==> src/rtl/lsp_chain_cfg.sv <==
module lsp_chain_cfg #(
  parameter int NPORT  = 3,
  parameter int MODE_W = 8
) (
  input  logic             tck,
  input  logic             rst_n,
  input  logic             tlr,
  input  logic             bp_tms,
  input  logic             bp_tdi,
  input  logic             mode_sel,
  input  logic             cap_dr,
  input  logic             shift_dr,
  input  logic             upd_dr,
  input  logic             ir_upd,
  input  logic [1:0]       ir_op,
  input  logic [NPORT-1:0] lsp_tdo,
  output logic [NPORT-1:0] lsp_tms,
  output logic [NPORT-1:0] lsp_tdi,
  output logic             bp_tdo
);
  localparam logic [1:0] OP_UNPARK = 2'b01;
  localparam logic [1:0] OP_PARK   = 2'b10;
  localparam logic [1:0] OP_WAIT   = 2'b11;

  logic [MODE_W-1:0] mode_q, mode_sr;
  logic [NPORT-1:0]  conn_q;
  logic              byp_q;
  logic [NPORT:0]    link;

  always_ff @(posedge tck or negedge rst_n) begin
    if (!rst_n) begin
      mode_q  <= '0;
      mode_sr <= '0;
      conn_q  <= '0;
      byp_q   <= 1'b0;
    end else if (tlr) begin
      mode_q  <= '0;
      mode_sr <= '0;
      conn_q  <= '0;
      byp_q   <= 1'b0;
    end else begin
      if (shift_dr) byp_q <= bp_tdi;
      if (mode_sel) begin
        if (cap_dr)        mode_sr <= mode_q;
        else if (shift_dr) mode_sr <= {bp_tdi, mode_sr[MODE_W-1:1]};
        if (upd_dr)        mode_q  <= mode_sr;
      end
      if (ir_upd) begin
        case (ir_op)
          OP_UNPARK:        conn_q <= mode_q[NPORT-1:0];
          OP_PARK, OP_WAIT: conn_q <= '0;
          default:          ;
        endcase
      end
    end
  end

  assign link[0] = bp_tdi;

  for (genvar n = 0; n < NPORT; n++) begin : g_port
    assign lsp_tms[n]  = conn_q[n] ? bp_tms : 1'b1;
    assign lsp_tdi[n]  = conn_q[n] ? link[n] : 1'b1;
    assign link[n+1]   = conn_q[n] ? lsp_tdo[n] : link[n];
  end

  assign bp_tdo = mode_sel ? mode_sr[0] : (|conn_q ? link[NPORT] : byp_q);
endmodule


==> config.mk <==
export PLATFORM = sky130hd
export DESIGN_NAME = lsp_chain_cfg
export DESIGN_NICKNAME = d
export VERILOG_FILES = /design/src/rtl/lsp_chain_cfg.sv
export SDC_FILE = /design/constraint.sdc
export NUM_CORES = 1
export LEC_CHECK = 0
export ABC_AREA = 1
export BUFFER_PORTS_ARGS = -buffer_cell sky130_fd_sc_hd__buf_2
export CAP_MARGIN = 20
export CORE_MARGIN = 4
export CORE_UTILIZATION = 50
export CTS_BUF_LIST = sky130_fd_sc_hd__clkbuf_4
export CTS_CLUSTER_DIAMETER = 50
export DETAILED_ROUTE_END_ITERATION = 7
export HOLD_SLACK_MARGIN = 0.1
export PLACE_DENSITY = 0.77
export SYNTH_ARGS = -nofsm -noshare
export SYNTH_HDL_FRONTEND = slang
export SYNTH_SLANG_ARGS = --single-unit
==> constraint.sdc <==
create_clock -name tck -period 1.3 [get_ports tck]
set_input_delay 0.13 -clock tck [delete_from_list [all_inputs] [get_ports tck]]
set_output_delay 0.13 -clock tck [all_outputs]
set_load 0.005 [all_outputs]
Word level (Yosys, flattened, before mapping)
Cells that the tools add are included.
{"block": "classes", "eq_ne": 3, "muxes": 23, "n_reduce_logical": 11}
{"cell": "2-to-1 mux 8 bit", "n": 7}
{"cell": "2-to-1 mux 1 bit", "n": 13}
{"cell": "nonzero test 2 bit", "n": 4}
{"cell": "2-to-1 mux 3 bit", "n": 2}
{"cell": "case mux 3 bit (2 select lines)", "n": 1}
{"cell": "AND reduction 2 bit", "n": 3}
{"cell": "nonzero test 3 bit", "n": 2}
{"cell": "== test 2 bit, second input constant", "n": 2}
{"cell": "OR reduction 3 bit", "n": 1}
{"cell": "== test 2 x 1 -> 1 bit, second input constant", "n": 1}
{"cell": "OR reduction 2 bit", "n": 1}
{"block": "totals", "reg_bits": 20, "input_bits": 15, "out_inout_bits": 7, "elab_cells": 41}

Depth between registers and ports, before layout
Gate-level depths: netlist of the first run.
{"block": "logic_depth", "depth_word": 5, "mapped_depth": 7, "depth_no_buf": 6}

Least setup slack after synthesis of the first run
Ideal clock, no wire load.
{"block": "synth_timing", "path_type": "reg-to-output", "start": "reg conn_q[2]", "end": "out bp_tdo", "t_arrival_ns": 0.908, "t_required_ns": 1.170, "path_slack_ns": 0.262, "stages_incl_launch_ff": 6, "path_buffers": 0, "path_cell_list": "dfrtp_1 nor3_1 nand2_1 nand2_1 inv_1 a21oi_1"}
{"block": "synth_between", "elab_chain_cells": 3, "word_cells_on_any_way": 4, "classes_between": "3 x mux; 1 x reduce/logical"}
{"item": "start, declared", "line": "26", "source": "logic [NPORT-1:0] conn_q;"}
{"item": "start signal, assigned", "line": "50", "source": "OP_UNPARK: conn_q <= mode_q[NPORT-1:0];"}
{"item": "OR reduction 3 bit / 2-to-1 mux 1 bit (equally long branches)", "line": "66, 63"}
{"item": "2-to-1 mux 1 bit (*) (2 in a row)", "line": "66", "source": "assign bp_tdo = mode_sel ? mode_sr[0] : (|conn_q ? link[NPORT] : byp_q);"}
{"item": "end, declared", "line": "19", "source": "output logic bp_tdo"}
Every way passes the cells marked *; elsewhere a longest branch is shown, timed or not.

Worst setup path after layout of the first run
{"block": "layout_timing", "start": "reg conn_q[1]", "end": "out bp_tdo"}
{"block": "layout_between", "elab_chain_cells": 4, "word_cells_on_any_way": 5, "classes_between": "4 x mux; 1 x reduce/logical"}
{"item": "2-to-1 mux 1 bit (2 in a row)", "line": "63", "source": "assign link[n+1] = conn_q[n] ? lsp_tdo[n] : link[n];"}
{"item": "2-to-1 mux 1 bit (*) (2 in a row)", "line": "66"}
Marked as above.

==> results of run 1 <==
## worst max-delay path by stage
stage / endpoint / slack [ps] / cells past startpoint
4_1_cts: bp_tdo / -140 / 6
3_5_place_dp: bp_tdo / 130 / 6
6_report: bp_tdo / -150 / 6
2_1_floorplan: bp_tdo / 260 / 5
5_1_grt: bp_tdo / -250 / 6
3_3_place_gp: bp_tdo / 150 / 6
## power by group through the flow
stage / combinational, mW / sequential (mW) / clock [mW]
final: 0.224 / 0.685 / 0.281
after global routing: 0.253 / 0.690 / 0.326
after CTS: 0.223 / 0.685 / 0.294
after detailed placement: 0.216 / 0.697 / 0
after global placement: 0.208 / 0.695 / 0
after floorplan: 0.148 / 0.691 / 0
## area by class of cell
type / count / area (µm²) / share of cell area [%]
sequential: 20 / 502 / 39.2
inverter: 21 / 83.8 / 6.55
tap: 27 / 33.8 / 2.64
multi-input combinational: 82 / 459 / 35.9
timing repair buffer: 28 / 175 / 13.7
clock buffer: 3 / 22.5 / 1.76
clock inverter: 1 / 3.75 / 0.293
## cell families (layout without fill, tap and decap cells)
logic type             Yosys count  in the layout  share of synthesized area, %
flip-flops                      20             20                          46.8
AO/OA/AOI/OAI                   36             36                          22.1
AND/OR/NAND/NOR                 46             46                          19.1
buffers and inverters           25             53                          12.0
## critical path, stage by stage, from the launching register on
cell     delay, ps
dfrtp_1        430
inv_1          120
nand3_2         90
nand3_1         80
nand2_1         70
a21oi_2        130
buf_2          120
## routing by layer
layer	wire, µm	vias to the layer above	part of all wire [%]
li1	-	473	-
met1	1000	447	42
met2	1230	20	52
met3	117	2	4.9
met4	13	0	0.55
met5	0	-	0
## placed cells by master, fill, tap and decap left out, drive strengths merged
cell | synthesis | routed
dfrtp | 20 | 20
nand3 | 10 | 10
o21ai | 14 | 14
a21o | 1 | 1
inv | 20 | 20
a211oi | 1 | 1
buf | 4 | 26
clkinv | 1 | 2
nor3 | 1 | 1
o22ai | 6 | 6
dlygate4sd3 | 0 | 2
a21oi | 14 | 14
clkbuf | 0 | 3
nand2 | 25 | 25
nand4 | 1 | 1
nor2 | 9 | 9
## metrics by stage
| step | power (mW) | std cells | utilization [%] | hold WS (ps) |
|---|---|---|---|---|
| finish | 1.19 | 182 | 63.9 | 177 |
| global route | 1.27 | 182 | 63.9 | 174 |
| CTS | 1.20 | 181 | 63.4 | 159 |
| detailed placement | 0.913 | 173 | 59.5 | 95.1 |
| global placement | 0.903 | 173 | 59.5 | 97.5 |
| floorplan | 0.838 | 127 | - | -166 |
## repair_timing
item | CTS | global route
endpoints found under the hold margin | 21 | 0
setup buffers | 2 | 1
endpoints found under the setup margin | 3 | 3
pin swaps | 4 | 0
resized for setup | 6 | 1
hold buffers | 2 | 0
## state kept, by name, summed over array words and instances (netlist names)
register  flops
mode_sr       8
conn_q        3
byp_q         1
mode_q        8
==> impl_metrics.py, run 1 <==
metrics = {
    "status": {
        "status": "finished, violations left",
        "failed_checks": "negative setup slack",
    },
    "yosys": {
        "synth_warnings": 0,
        "synthDominantCellAreaShare_pct": 46.8,
        "synth_cell_types": 23,
        "synth_edf_count": 0,
        "yosysMostFrequentCell": "nand2_1",
        "syn_inst": 127,
        "synth.net_count": 142,
        "yosysTopAreaCell": "dfrtp_1",
        "ys.flop_type": "dfrtp_1",
        "syn_area_um2": 1070,
        "synth_area_per_cell_um2": 8.42,
        "synth.area.top_cells": "dfrtp_1 (47%), nand2_1 (7.4%), inv_1 (6.7%)",
        "ys_seq_area_share_pct": 46.8,
        "async_flop_share_pct": 100,
        "yosys-top-cells-count": "nand2_1 (21), dfrtp_1 (20), inv_1 (19)",
        "ys_seq_elements": 20,
    },
    "critical_path": {
        "worstSetupEndpointType": "primary output",
        "crit_path_start_kind": "flip-flop",
        "worstPathMaxFanout": 4,
        "r2r_end": "mode_sr[0]",
        "required_ps": 1170,
        "worstSetupStartpoint": "conn_q[1]",
        "worstReg2RegStart": "mode_sr[1]",
        "worst-setup-path-type": "flip-flop to primary output",
        "cp.arrival_ps": 1320,
        "reg2reg_depth": 4,
        "reg2reg_slack_ps": 400,
    },
    "placed_design": {
        "dp_slack_ps": 126,
        "place.gp.congestion": 0.744,
        "dp_hpwl_um": 1740,
        "portBuffers": 21,
        "place_area_um2": 1190,
    },
    "timing": {
        "tns_ps": -146,
        "setup-violations-final": 1,
        "finClkSkew_ps": 2.53,
        "rsz0062_at_grt": "yes",
        "tightest_slew_ps": 429,
        "finalCriticalPeriod_ps": 1450,
        "hold_viol_final": 0,
        "slew_headroom_pct": 71.4,
        "max_freq_mhz": 692,
        "fin_crit_sh_pct": 111,
        "slew_violations": 0,
        "setup_ws_ps": -146,
    },
    "drt": {
        "via_count": 942,
        "drt-pass1-iter-count": 4,
        "drc_errors": 0,
        "wl_per_cell_um": 13.0,
        "avgViaCountPerCell": 5.18,
        "ant_nets": 0,
        "wl_um": 2370,
        "drt-initial-drc-count": 32,
    },
    "power": {
        "ir_drop_mv": 0.742,
        "combPwrFrac_pct": 18.8,
        "p_leak_nw": 0.592,
        "internal_power_mw": 0.860,
        "switchingPower_mw": 0.330,
        "swShare_pct": 27.7,
        "pwr-share-seq_pct": 57.5,
        "clkPwrFrac_pct": 23.6,
        "power.density_cell_area_nw_per_um2": 930,
    },
    "cts": {
        "clock_sinks": 20,
        "cts_max_path_buffers": 2,
        "cts-root-buf": "clkbuf_4",
        "cts_tree": "yes",
        "numCtsBuffers": 3,
        "cts.clk_slew.worst_paths_ps": 100,
        "htree_num_levels": 1,
        "clkLatencyLatePin_ps": 290,
    },
    "final_layout": {
        "diodes": 0,
        "final_nets": 171,
        "area_growth_pct": 19.6,
        "fillers": 182,
        "drive_gt1_share_pct": 32.9,
        "postLayoutCellArea_um2": 1280,
    },
    "min_path": {
        "min_path_type": "input port to flip-flop",
        "min_from": "bp_tdi",
        "hold_end": "byp_q",
        "hold_path_depth": 3,
    },
    "grt": {
        "antenna_found_initial": 0,
        "use_met2_pct": 33.1,
        "grt_max_degree": 21,
        "track_usage_pct": 18.5,
        "grt_overflow": 0,
        "grt-busiest-layer": "met2",
        "grt_pass1_wl_um": 3910,
        "use_met1_pct": 23.2,
        "met3_usage_pct": 1.91,
        "grt_pass1_vias": 844,
    },
    "floorplanning": {
        "die-area_um2": 2940,
        "row_count": 16,
        "die_h_um": 54.3,
        "pin_count": 22,
        "die_x_um": 54.3,
        "coreArea_um2": 2000,
        "initial_utilization_pct": 53.4,
    },
    "flow_run": {
        "drv_cap": 0,
    },
}
Power figures use the tool's default switching activity.
==> run 2, diff against run 1 <==
--- a/config.mk
+++ b/config.mk
@@ -8,13 +8,15 @@
 export ABC_AREA = 1
 export BUFFER_PORTS_ARGS = -buffer_cell sky130_fd_sc_hd__buf_2
 export CAP_MARGIN = 20
+export CELL_PAD_IN_SITES_DETAIL_PLACEMENT = 2
+export CELL_PAD_IN_SITES_GLOBAL_PLACEMENT = 2
 export CORE_MARGIN = 4
-export CORE_UTILIZATION = 50
+export CORE_UTILIZATION = 33
 export CTS_BUF_LIST = sky130_fd_sc_hd__clkbuf_4
 export CTS_CLUSTER_DIAMETER = 50
 export DETAILED_ROUTE_END_ITERATION = 7
 export HOLD_SLACK_MARGIN = 0.1
-export PLACE_DENSITY = 0.77
+export PLACE_DENSITY = 0.84
 export SYNTH_ARGS = -nofsm -noshare
 export SYNTH_HDL_FRONTEND = slang
 export SYNTH_SLANG_ARGS = --single-unit
==> impl_metrics.py, run 2 (synthesis results as in run 1) <==
metrics = {
    "placed_design": {
        "portBuffers": 21,
        "place.gp.congestion": 0.752,
        "dp_hpwl_um": 2420,
        "dp_cells": 191,
    },
    "drt": {
        "wl_um": 4010,
        "drt-initial-drc-count": 23,
        "drc_errors": 0,
        "avgViaCountPerCell": 4.95,
        "wl_per_cell_um": 19.8,
        "drt-pass1-iter-count": 4,
        "ant_nets": 0,
        "via_count": 1005,
    },
    "critical_path": {
        "cpPeakStageDelay_ps": 480,
        "worst-setup-path-type": "flip-flop to primary output",
        "cp_cell_sequence": "inv_2 -> nor2_1 -> nor2_1 -> nand2_1 -> a21oi_2 -> buf_2",
        "crit_top_cell": "nor2_1",
        "worstSetupEndpointType": "primary output",
        "r2r_end": "mode_sr[0]",
        "worstReg2RegStart": "mode_sr[1]",
        "crit_slowest_cell": "dfrtp_1",
        "reg2reg_depth": 4,
        "worstSetupStartpoint": "conn_q[2]",
        "required_ps": 1170,
        "crit_path_start_kind": "flip-flop",
        "critPathCapture": "bp_tdo",
        "cp.arrival_ps": 1500,
        "worstPathMaxFanout": 4,
        "reg2reg_slack_ps": 320,
    },
    "timing": {
        "fin_crit_sh_pct": 125,
        "slew_violations": 0,
        "hold_viol_final": 0,
        "tightest_slew_ps": 479,
        "finClkSkew_ps": 2.74,
        "rsz0062_at_grt": "yes",
        "max_freq_mhz": 613,
        "setup_ws_ps": -331,
        "fin_hold_ws_ps": 169,
        "slew_headroom_pct": 68.0,
        "setup-violations-final": 3,
        "finalCriticalPeriod_ps": 1630,
    },
    "final_layout": {
        "fin_cells": 203,
        "area_growth_pct": 28.3,
        "post-route-util_pct": 44.6,
        "drive_gt1_share_pct": 38.4,
        "mostFrequentLayoutCells": "buf_2 (21), nand2_1 (18), dfrtp_1 (18)",
        "fillers": 354,
        "largest_registers": "mode_q: 8 flops, mode_sr: 8 flops, conn_q: 3 flops",
        "final_nets": 175,
        "layout_commonest_cell": "buf_2",
        "diodes": 0,
    },
    "power": {
        "clkPwrFrac_pct": 25.1,
        "switchingPower_mw": 0.404,
        "p_leak_nw": 0.630,
        "swShare_pct": 31.7,
        "ir_drop_mv": 0.630,
        "power.density_cell_area_nw_per_um2": 929,
        "combPwrFrac_pct": 20.7,
        "internal_power_mw": 0.871,
        "pwr-share-seq_pct": 54.2,
    },
    "cts": {
        "clkLatencyLatePin_ps": 310,
        "cts_tree": "yes",
        "numCtsBuffers": 3,
        "cts_max_path_buffers": 2,
        "cts.clk_slew.worst_paths_ps": 120,
        "cts-root-buf": "clkbuf_4",
        "htree_num_levels": 1,
        "clock_sinks": 20,
    },
    "floorplanning": {
        "die-area_um2": 4220,
        "die_x_um": 64.9,
        "die_h_um": 64.9,
        "coreArea_um2": 3080,
        "initial_utilization_pct": 34.8,
        "row_count": 20,
        "pin_count": 22,
    },
    "status": {
        "status": "finished, violations left",
        "failed_checks": "negative setup slack",
    },
    "grt": {
        "antenna_found_initial": 0,
        "grt_max_degree": 21,
        "track_usage_pct": 17.2,
        "grt_pass1_vias": 1096,
        "grt_overflow": 0,
        "grt_pass1_wl_um": 5490,
    },
    "min_path": {
        "min_path_type": "input port to flip-flop",
        "min_from": "ir_upd",
    },
    "flow_run": {
        "drv_cap": 0,
    },
}
run 2: cell count changes in the layout (fill, tap and decap cells not counted), sizes merged:
cell,delta
buf,+4
run 2: worst min path at each step:
stage,endpoint,slack (ps),cells after the start
after CTS,conn_q[0],170,3
final,conn_q[0],170,3
after global routing,conn_q[0],170,3
after floorplan,byp_q,-170,0
after detailed placement,mode_sr[4],120,1
after global placement,mode_sr[4],100,1
run 2: power by group through the flow:
stage | registers (mW) | clock network [mW] | logic [mW]
floorplan | 0.691 | 0 | 0.148
global placement | 0.695 | 0 | 0.218
detailed placement | 0.699 | 0 | 0.235
CTS | 0.687 | 0.334 | 0.244
global route | 0.695 | 0.358 | 0.294
finish | 0.691 | 0.320 | 0.264
run 2: stage by stage:
| step | instance area (µm²) | setup slack (ps) | setup TNS, ps | total power, mW |
|---|---|---|---|---|
| 2_1_floorplan | 1070 | 262 | 0 | 0.838 |
| 3_3_place_gp | 1220 | 119 | 0 | 0.913 |
| 3_5_place_dp | 1220 | 53.8 | 0 | 0.934 |
| 4_1_cts | 1310 | -227 | -267 | 1.26 |
| 5_1_grt | 1370 | -420 | -817 | 1.35 |
| 6_report | 1370 | -331 | -574 | 1.27 |
run 2: worst max-delay path, delay by kind of cell, from the launching register on:
| family | cells | cell delay, ps |
|---|---|---|
| flip-flops | 1 | 480 |
| AO/OA/AOI/OAI | 1 | 130 |
| buffers and inverters | 2 | 240 |
| AND/OR/NAND/NOR | 3 | 340 |
run 2: repair_timing:
item | 4_1_cts | 5_1_grt
setup endpoints to repair | 3 | 3
endpoints found under the hold margin | 21 | 0
setup buffers | 3 | 3
pin swaps | 4 | 4
resized for setup | 7 | 11
hold buffers | 2 | 0
run 2: layout make-up:
| type | count | area (µm²) | share of cell area [%] |
|---|---|---|---|
| flip-flops and latches | 20 | 503 | 36.6 |
| multi-input cells | 82 | 495 | 36.1 |
| repair buffers | 32 | 209 | 15.2 |
| inverters | 21 | 83.8 | 6.11 |
| well taps | 44 | 55.1 | 4.01 |
| clock buffers | 3 | 22.5 | 1.64 |
| clock inverters | 1 | 3.75 | 0.273 |
run 2: routing by layer:
metal	global-route usage [%]	wire (µm)	share of wire, %	up-vias
met2	30.4	2080	52	22
met3	3.99	165	4.1	4
met1	20.7	1720	43	502
li1	-	-	-	477
met4	5.01	51	1.3	0
met5	0	0	0	-
==> run 3, diff against run 2 <==
--- a/config.mk
+++ b/config.mk
@@ -16,6 +16,7 @@
 export CTS_CLUSTER_DIAMETER = 50
 export DETAILED_ROUTE_END_ITERATION = 7
 export HOLD_SLACK_MARGIN = 0.1
+export MAX_ROUTING_LAYER = met4
 export PLACE_DENSITY = 0.84
 export SYNTH_ARGS = -nofsm -noshare
 export SYNTH_HDL_FRONTEND = slang
==> impl_metrics.py, run 3 (synthesis results as in run 1) <==
metrics = {
    "power": {
        "ir_drop_mv": 0.635,
        "power.density_cell_area_nw_per_um2": 930,
        "p_leak_nw": 0.630,
    },
    "status": {
        "failed_checks": "negative setup slack",
        "status": "finished, violations left",
    },
    "placed_design": {
        "dp_cells": 191,
        "portBuffers": 21,
        "place_area_um2": 1220,
        "place.gp.congestion": 0.761,
        "dp_hpwl_um": 2420,
    },
    "critical_path": {
        "reg2reg_slack_ps": 320,
        "path_buf_inv": 2,
        "worstPathMaxFanout": 5,
        "cp.arrival_ps": 1490,
        "crit_top_cell": "nand2_1",
        "worstSetupEndpointType": "primary output",
        "cpPeakStageDelay_ps": 480,
        "cp_top_family": "flip-flops",
        "crit_path_start_kind": "flip-flop",
        "crit_slowest_cell": "dfrtp_2",
        "required_ps": 1170,
        "worst-setup-path-type": "flip-flop to primary output",
        "cp_cell_sequence": "nor3_4 -> nand2_1 -> nand2_1 -> inv_1 -> a21oi_2 -> buf_2",
    },
    "grt": {
        "track_usage_pct": 17.7,
        "antenna_found_initial": 0,
        "grt_max_degree": 21,
        "grt_overflow": 0,
        "grt_pass1_vias": 1096,
        "grt_pass1_wl_um": 5490,
    },
    "min_path": {
        "min_path_type": "input port to flip-flop",
    },
    "final_layout": {
        "fillers": 354,
        "layout_commonest_cell": "buf_2",
        "drive_gt1_share_pct": 38.4,
        "post-route-util_pct": 44.6,
        "area_growth_pct": 28.3,
        "final_nets": 175,
        "mostFrequentLayoutCells": "buf_2 (21), nand2_1 (18), dfrtp_1 (18)",
        "postLayoutCellArea_um2": 1370,
        "diodes": 0,
        "fin_cells": 203,
        "largest_registers": "mode_q: 8 flops, mode_sr: 8 flops, conn_q: 3 flops",
    },
    "timing": {
        "finClkSkew_ps": 1.77,
        "tns_ps": -566,
        "hold_viol_final": 0,
        "fin_crit_sh_pct": 125,
        "slew_headroom_pct": 68.2,
        "finalCriticalPeriod_ps": 1620,
        "slew_violations": 0,
        "setup_ws_ps": -323,
        "tightest_slew_ps": 477,
        "max_freq_mhz": 616,
        "setup-violations-final": 3,
        "rsz0062_at_grt": "yes",
    },
    "floorplanning": {
        "initial_utilization_pct": 34.8,
        "die_x_um": 64.9,
        "row_count": 20,
        "pin_count": 22,
        "die-area_um2": 4220,
        "coreArea_um2": 3080,
        "die_h_um": 64.9,
    },
    "cts": {
        "clkLatencyLatePin_ps": 310,
        "cts.clk_slew.worst_paths_ps": 120,
        "numCtsBuffers": 3,
        "htree_num_levels": 1,
        "cts_max_path_buffers": 2,
        "cts-root-buf": "clkbuf_4",
        "clock_sinks": 20,
        "cts_tree": "yes",
    },
    "flow_run": {
        "drv_cap": 0,
    },
    "drt": {
        "wl_um": 4000,
        "via_count": 998,
        "avgViaCountPerCell": 4.92,
        "wl_per_cell_um": 19.7,
        "drt-initial-drc-count": 13,
        "ant_nets": 0,
        "drt-pass1-iter-count": 4,
        "drc_errors": 0,
    },
}
[run 3: cell counts in the layout (fill, tap and decap cells not counted)]
No cell type changed its count.
[run 3: layout make-up]
cell class	instances	area (µm²)	area share, %
Clock buffer	3	22.5	1.64
Sequential cell	20	503	36.6
Inverter	21	83.8	6.11
Clock inverter	1	3.75	0.273
Tap cell	44	55.1	4.01
Timing Repair Buffer	32	209	15.2
Multi-Input combinational cell	82	495	36.1
[run 3: report_power, final]
part	internal (mW)	total, mW	switching (mW)
clock network	0.112	0.321	0.209
registers	0.662	0.690	0.0289
logic	0.0968	0.265	0.168
[run 3: final timing paths]
path / startpoint / end / cells past startpoint
setup / recovery: conn_q[0] / bp_tdo / 6
min in group asynchronous: rst_n / mode_sr[0] / 2
setup reg to reg: mode_sr[1] / mode_sr[0] / 4
hold / removal: ir_upd / conn_q[0] / 3
max in group asynchronous: rst_n / conn_q[1] / 2
hold reg to reg: mode_sr[2] / mode_sr[2] / 2
[run 3: repair_timing]
action / 4_1_cts / 5_1_grt
setup endpoints to repair: 3 / 3
endpoints found under the hold margin: 21 / 0
setup buffers: 3 / 3
hold buffers: 2 / 0
gates resized for setup: 7 / 11
pin swaps: 4 / 4
cloned: 0 / 0
[run 3: tightest hold or removal path: cells and delay by family]
family	cells	cell delay (ps)
buffers and inverters	1	100
AOI/OAI and AO/OA	1	90
and+or+nand+nor	1	130
[run 3: through the flow]
step	hold slack (ps)	power (mW)	setup WS, ps
6_report	167	1.28	-323
5_1_grt	165	1.35	-425
4_1_cts	167	1.26	-227
3_5_place_dp	118	0.934	53.8
3_3_place_gp	104	0.913	119
2_1_floorplan	-166	0.838	262
[run 3: layer usage]
| metal | up-vias | share of wire (%) | track usage [%] |
|---|---|---|---|
| met5 | - | 0 | - |
| met4 | 0 | 1.3 | 5.01 |
| met3 | 4 | 4.4 | 3.99 |
| met2 | 22 | 52 | 30.4 |
| met1 | 495 | 42 | 20.7 |
| li1 | 477 | - | - |
